===== src/rtl/stack_pkg.sv =====
package stack_pkg;

  typedef enum logic [2:0] {
    OP_PUSH = 3'd0,
    OP_POP  = 3'd1,
    OP_ADD  = 3'd2,
    OP_SUB  = 3'd3,
    OP_MUL  = 3'd4,
    OP_AND  = 3'd5
  } opcode_e;

  typedef enum logic [1:0] {
    ALU_ADD = 2'd0,
    ALU_SUB = 2'd1,
    ALU_MUL = 2'd2,
    ALU_AND = 2'd3
  } alu_e;

  typedef struct packed {
    logic push;
    logic pop;
    logic arith;
    alu_e aluSel;
  } strobe_t;

endpackage


===== src/rtl/stack_ctrl.sv =====
module stack_ctrl
  import stack_pkg::*;
#(
  parameter int STACK_DEPTH = 8,
  localparam int CNT_W = $clog2(STACK_DEPTH + 1)
) (
  input  logic             clk,
  input  logic             rst,
  input  logic             instValid,
  input  logic [2:0]       instOp,
  input  logic [CNT_W-1:0] depth,
  output strobe_t          strobe,
  output logic             overflowErr,
  output logic             underflowErr
);

  logic isFull, isEmpty, hasPair;
  logic wantPush, wantPop, wantArith;
  alu_e aluSel;

  assign isFull  = (depth == CNT_W'(STACK_DEPTH));
  assign isEmpty = (depth == '0);
  assign hasPair = (depth >= CNT_W'(2));

  always_comb begin
    wantPush  = 1'b0;
    wantPop   = 1'b0;
    wantArith = 1'b0;
    aluSel    = ALU_ADD;
    if (instValid) begin
      case (instOp)
        OP_PUSH: wantPush = 1'b1;
        OP_POP:  wantPop  = 1'b1;
        OP_ADD:  begin wantArith = 1'b1; aluSel = ALU_ADD; end
        OP_SUB:  begin wantArith = 1'b1; aluSel = ALU_SUB; end
        OP_MUL:  begin wantArith = 1'b1; aluSel = ALU_MUL; end
        OP_AND:  begin wantArith = 1'b1; aluSel = ALU_AND; end
        default: ;
      endcase
    end
  end

  always_comb begin
    strobe.push   = wantPush  && !isFull;
    strobe.pop    = wantPop   && !isEmpty;
    strobe.arith  = wantArith && hasPair;
    strobe.aluSel = aluSel;
  end

  always_ff @(posedge clk) begin
    if (rst) begin
      overflowErr  <= 1'b0;
      underflowErr <= 1'b0;
    end else begin
      if (wantPush && isFull) overflowErr <= 1'b1;
      if ((wantPop && isEmpty) || (wantArith && !hasPair)) underflowErr <= 1'b1;
    end
  end

  a_r10_ovf_sticky: assert property (@(posedge clk) disable iff (rst)
    overflowErr |=> overflowErr);
  a_r10_unf_sticky: assert property (@(posedge clk) disable iff (rst)
    underflowErr |=> underflowErr);
  a_r9_empty_pop_flags: assert property (@(posedge clk) disable iff (rst)
    (instValid && instOp == 3'd1 && depth == '0) |=> underflowErr);
  a_r8_full_push_flags: assert property (@(posedge clk) disable iff (rst)
    (instValid && instOp == 3'd0 && depth == CNT_W'(STACK_DEPTH)) |=> overflowErr);

endmodule


===== src/rtl/stack_dp.sv =====
module stack_dp
  import stack_pkg::*;
#(
  parameter int DATA_W = 16,
  parameter int STACK_DEPTH = 8,
  localparam int CNT_W = $clog2(STACK_DEPTH + 1),
  localparam int PTR_W = $clog2(STACK_DEPTH)
) (
  input  logic              clk,
  input  logic              rst,
  input  strobe_t           strobe,
  input  logic [DATA_W-1:0] pushData,
  output logic [DATA_W-1:0] topVal,
  output logic [CNT_W-1:0]  depth
);

  logic [DATA_W-1:0] stackMem [STACK_DEPTH];
  logic [DATA_W-1:0] secVal, aluRes;
  logic [PTR_W-1:0]  topPtr, secPtr, pushPtr;

  assign topPtr  = PTR_W'(depth - CNT_W'(1));
  assign secPtr  = PTR_W'(depth - CNT_W'(2));
  assign pushPtr = PTR_W'(depth);

  assign topVal = (depth != '0) ? stackMem[topPtr] : '0;
  assign secVal = (depth >= CNT_W'(2)) ? stackMem[secPtr] : '0;

  always_comb begin
    case (strobe.aluSel)
      ALU_ADD: aluRes = secVal + topVal;
      ALU_SUB: aluRes = secVal - topVal;
      ALU_MUL: aluRes = secVal * topVal;
      default: aluRes = secVal & topVal;
    endcase
  end

  always_ff @(posedge clk) begin
    if (strobe.push)       stackMem[pushPtr] <= pushData;
    else if (strobe.arith) stackMem[secPtr]  <= aluRes;
  end

  always_ff @(posedge clk) begin
    if (rst)                             depth <= '0;
    else if (strobe.push)                depth <= depth + CNT_W'(1);
    else if (strobe.pop || strobe.arith) depth <= depth - CNT_W'(1);
  end

  a_r8_depth_bound: assert property (@(posedge clk) disable iff (rst)
    depth <= CNT_W'(STACK_DEPTH));
  a_r8_push_has_room: assert property (@(posedge clk) disable iff (rst)
    strobe.push |-> depth < CNT_W'(STACK_DEPTH));
  a_r9_arith_has_pair: assert property (@(posedge clk) disable iff (rst)
    strobe.arith |-> depth >= CNT_W'(2));
  a_r3_pop_has_entry: assert property (@(posedge clk) disable iff (rst)
    strobe.pop |-> depth != '0);
  a_r2_push_grows: assert property (@(posedge clk) disable iff (rst)
    strobe.push |=> (depth == $past(depth) + CNT_W'(1) && topVal == $past(pushData)));
  a_r4_arith_shrinks: assert property (@(posedge clk) disable iff (rst)
    (strobe.arith || strobe.pop) |=> depth == $past(depth) - CNT_W'(1));
  a_r11_idle_stable: assert property (@(posedge clk) disable iff (rst)
    !(strobe.push || strobe.pop || strobe.arith) |=> ($stable(depth) && $stable(topVal)));
  a_r12_empty_zero: assert property (@(posedge clk) disable iff (rst)
    (depth == '0) |-> topVal == '0);

endmodule


===== src/rtl/stack_engine.sv =====
module stack_engine
  import stack_pkg::*;
#(
  parameter int DATA_W = 16,
  parameter int STACK_DEPTH = 8,
  localparam int CNT_W = $clog2(STACK_DEPTH + 1)
) (
  input  logic              clk,
  input  logic              rst,
  input  logic              instValid,
  input  logic [2:0]        instOp,
  input  logic [DATA_W-1:0] instData,
  output logic [DATA_W-1:0] tosValue,
  output logic [CNT_W-1:0]  stackDepth,
  output logic              overflowErr,
  output logic              underflowErr
);

  strobe_t strobe;

  stack_ctrl #(.STACK_DEPTH(STACK_DEPTH)) u_ctrl (
    .clk(clk), .rst(rst), .instValid(instValid), .instOp(instOp),
    .depth(stackDepth), .strobe(strobe),
    .overflowErr(overflowErr), .underflowErr(underflowErr)
  );

  stack_dp #(.DATA_W(DATA_W), .STACK_DEPTH(STACK_DEPTH)) u_dp (
    .clk(clk), .rst(rst), .strobe(strobe), .pushData(instData),
    .topVal(tosValue), .depth(stackDepth)
  );

endmodule


===== config.mk =====
export PLATFORM = sky130hd
export DESIGN_NAME = stack_engine
export DESIGN_NICKNAME = d
export VERILOG_FILES = /design/src/rtl/stack_pkg.sv /design/src/rtl/stack_ctrl.sv /design/src/rtl/stack_dp.sv /design/src/rtl/stack_engine.sv
export SDC_FILE = /design/constraint.sdc
export NUM_CORES = 1
export LEC_CHECK = 0
export ABC_AREA = 1
export CORE_ASPECT_RATIO = 0.9
export CORE_MARGIN = 2
export CORE_UTILIZATION = 60
export DETAILED_ROUTE_END_ITERATION = 7
export HOLD_SLACK_MARGIN = 0.05
export PLACE_DENSITY = 0.77
export SLEW_MARGIN = 20
export SYNTH_ARGS = -nofsm -noshare
export SYNTH_HDL_FRONTEND = slang
export SYNTH_SLANG_ARGS = --single-unit
export TNS_END_PERCENT = 50

===== constraint.sdc =====
create_clock -name clk -period 11.5 [get_ports clk]
set_input_delay 2.3 -clock clk [delete_from_list [all_inputs] [get_ports clk]]
set_output_delay 2.3 -clock clk [all_outputs]
set_load 0.005 [all_outputs]

==> flow_summary.yaml <==
clock_tree:
  cts_setup_buffers: 0
  cts-htree-levels: 4
  post_cts_resize_count: 0
  clock_sinks: 134
  tritoncts.num_buffers: 17
  postCtsHoldBufs: 0
  clock_latency_ps: 430
  clk_root_buffer_cell: "clkbuf_16"
  clk_pin_slew_worst_setup_hold_paths_ps: 60
  cts_tree: "yes"
  clock_path_buffers: 2
yosys:
  postSynthRegisterBits: 134
  post_synth_xor_area_fraction_pct: 2.13
  ys_seq_area_share_pct: 30.3
  combinational_family_with_the_most_area_after_synthesis: "simple AND/OR/NAND/NOR gates"
  ys.flop_type: "edfxtp_1"
  post_synth_and_or_nand_nor_area_fraction_pct: 27.6
  count_of_different_cell_masters_after_synthesis: 48
  netlist_area_sq_um: 13100
  synth_top_area_share_pct: 29.4
  synth_top_cell_by_area: "edfxtp_1"
  yosys.area_share.adder_pct: 19.4
  synthTopCellsByArea: "edfxtp_1 (29%), fa_1 (12%), nand2_1 (12%), inv_1 (8.1%), ha_1 (7.0%)"
  synth.mux.area_fraction_pct: 0
  synth_compound_gate_area_share_pct: 8.54
  postSynthAreaPerCell_sq_um: 7.61
  synth_fp_nets: 1895
  synth_async_sr_flop_share_pct: 0
  synth_edf_count: 128
  ys.warnings.count: 0
  post_synth_inst_count: 1719
sta:
  rsz0062_at_grt: "no"
  total_negative_slack_for_setup_checks_ps: 0
  period_minus_slack_ps: 9110
  achievable-frequency_ghz: 0.110
  final_hold_viol_count: 0
  slew_headroom_pct: 23.2
  fin_worst_hold_slack_ps: 511
  finalClockSkew_ps: 14.5
  post-route-period-util_pct: 79.2
  setup_viol: 0
  max_slew_violation_count: 0
  worst-slew-pin-transition_ps: 1150
global_route:
  grt_first_pass_wirelength_um: 61900
  grt_antenna_before_repair: 1
  grt_util_all_layers_pct: 35.7
  grt_overflow: 0
  first_global_vias: 11300
  grt_max_degree: 95
critical_path:
  path_common_cell: "fa_1"
  critical_path_peak_fanout: 44
  setup.worst_path.start_class: "flip-flop"
  worstSetupEndpointType: "flip-flop"
  timing.critical_path.required_ps: 11560
  path_buf_inv: 8
  critical_path_type: "flip-flop to flip-flop"
  timing.critical_path.slowest_stage_cell: "o21ai_0"
  worst_path_largest_cell_delay_ps: 890
  critical_path.top_delay_family: "adder cells"
  worst-endpoint-arrival_ps: 9170
hold_path:
  min-delay-path-class: "flip-flop to flip-flop"
pwr:
  seq_power_share_pct: 14.4
  cellInternalPower_w: 0.00190
  power_density_relative_to_cell_area_nw_per_um2: 298
  p_clk_share_pct: 12.7
  irDropWorstVdd_mv: 0.227
  leakage_nw: 6.54
  net-switching-power_w: 0.00233
  netSwitchingFraction_pct: 55.0
  power.combinational.fraction_pct: 72.9
final_layout:
  post_layout_nonfiller_instances: 2043
  antenna-diode-count: 0
  fill_cell_total_of_the_finished_layout: 1840
  combined_area_of_the_multi_input_logic_cells_sq_um: 7550
  area_growth_pct: 8.43
  seq_area_sq_um: 3970
  final_nets: 1915
  fin_util_pct: 66.0
  share_of_final_layout_standard_cells_stronger_than_drive_strength_1_pct: 7.31
  final_cell_area_sq_um: 14200
place:
  numPlacedInstances: 2011
  detailed_place_hpwl_um: 29400
  portBuffers: 43
  globalplace.congestion: 1.02
  total_placed_instance_area_sq_um: 13600
floorplanning:
  die_footprint_sq_um: 23000
  design.core.area_sq_um: 21500
  chipHeight_um: 144
  boundary_pins: 44
  die_w_um: 160
  start_util_pct: 60.9
  rows: 51
drt:
  route.top_layer_used: "met5"
  drt_first_pass_iters: 6
  met3_wirelength_um: 5610
  per_cell_routed_wire_length_um: 19.9
  antenna_violating_nets_post_route: 0
  wl_met2_um: 17100
  vias_per_cell: 5.86
  drt_iter0_markers: 1576
  route.vias.total: 12000
  drcViolationCount: 0
  wirelength_met1_um: 16300
  routed_wirelength_um: 40600
run:
  timing.max_cap.violations: 0
run_status:
  status: "complete, no violations"
[flip-flops by register name (all words and copies together), names as in the netlist]
signal,count
u_ctrl.underflowErr,1
u_ctrl.overflowErr,1
u_dp.depth,4
u_dp.stackMem,128
[cell usage after synthesis (2+ instances only)]
master and number:
o21ai_1 13, a21oi_1 59, nor2_1 204, a31oi_1 19, buf_1 2, nand3_1 140, o22ai_1 2, nor2_4 11
nand2_1 428, o211ai_2 2, xor2_1 20, buf_4 7, clkinv_1 3, nand3b_1 3, nor2_2 20, o21ai_0 66
ha_1 73, buf_2 25, edfxtp_1 128, inv_2 12, o2111ai_1 3, nand4_1 2, inv_1 284, or2_2 2
o21bai_1 4, nor3_1 9, buf_8 2, dfxtp_1 6, xnor2_1 10, clkbuf_1 12, nand3_2 13, fa_1 81
buf_6 16, nand2_2 5, o211ai_1 20
[area by class of cell]
| type | instances | area share, % |
|---|---|---|
| Timing Repair Buffer | 66 | 4.25 |
| Multi-Input combinational cell | 1219 | 53.2 |
| Tap cell | 291 | 2.57 |
| Clock buffer | 17 | 3.00 |
| Sequential cell | 134 | 28.0 |
| Inverter | 301 | 7.99 |
| Clock inverter | 15 | 1.08 |
[stage by stage]
step / power [W] / setup slack, ps
after floorplan: 0.00269 / 4400
after global placement: 0.00354 / 2800
after detailed placement: 0.00359 / 2650
after CTS: 0.00414 / 2600
after global routing: 0.00456 / 2040
final: 0.00423 / 2390
[power by group through the flow]
| stage | clock network, W | logic [W] | registers [W] |
|---|---|---|---|
| after floorplan | 0 | 0.00209 | 0.000604 |
| after global placement | 0 | 0.00292 | 0.000615 |
| after detailed placement | 0 | 0.00297 | 0.000616 |
| after CTS | 0.000535 | 0.00300 | 0.000607 |
| after global routing | 0.000556 | 0.00339 | 0.000609 |
| final | 0.000536 | 0.00308 | 0.000607 |
[worst min-delay path, delay by kind of cell, from the launching register on]
family | cells | cell delay (ps)
AND/OR/NAND/NOR | 2 | 150
flip-flops | 1 | 320
[metal layers]
metal / up-vias / track usage [%]
met5: - / 1.30
met4: 4 / 13.6
met3: 120 / 10.6
met2: 780 / 53.8
met1: 5579 / 48.8
li1: 5487 / -
[worst paths after layout]
path	startpoint	endpoint	slack, ps	depth (start not counted)
worst max-delay path	u_dp.depth[1]	u_dp.stackMem[7][11]	2390	26
worst min-delay path	u_ctrl.overflowErr	u_ctrl.overflowErr	510	2
worst max register to register	u_dp.depth[1]	u_dp.stackMem[7][11]	2390	26
worst min register to register	u_ctrl.overflowErr	u_ctrl.overflowErr	510	2
[kinds of logic (layout without fill, tap and decap cells)]
logic type | after synthesis | in the layout
buffers and inverters | 366 | 399
xor gates and xnor gates | 31 | 31
and+or+nand+nor | 840 | 840
DFF | 134 | 134
AOI/OAI and AO/OA | 194 | 194
adders and majority gates | 154 | 154
[cells in the final DEF, fill, tap and decap left out, types with 3 or more instances in the layout]
cell / Yosys / layout
nand2_1: 428 / 428
inv_1: 284 / 284
nor2_1: 204 / 203
nand3_1: 140 / 140
edfxtp_1: 128 / 128
fa_1: 81 / 81
ha_1: 73 / 73
o21ai_0: 66 / 66
a21oi_1: 59 / 59
clkdlybuf4s50_1: 0 / 43
buf_4: 7 / 23
nor2_2: 20 / 21
o211ai_1: 20 / 20
xor2_1: 20 / 20
a31oi_1: 19 / 19
clkbuf_16: 0 / 17
o21ai_1: 13 / 13
nand3_2: 13 / 13
inv_2: 12 / 12
nor2_4: 11 / 11
xnor2_1: 10 / 10
nor3_1: 9 / 9
clkinv_2: 1 / 5
nand2_2: 5 / 5
dfxtp_1: 6 / 5
clkinv_1: 3 / 4
o21bai_1: 4 / 4
inv_6: 0 / 4
o2111ai_1: 3 / 3
nand3b_1: 3 / 3
clkinv_4: 0 / 3
(Power assumes the default switching activity.)
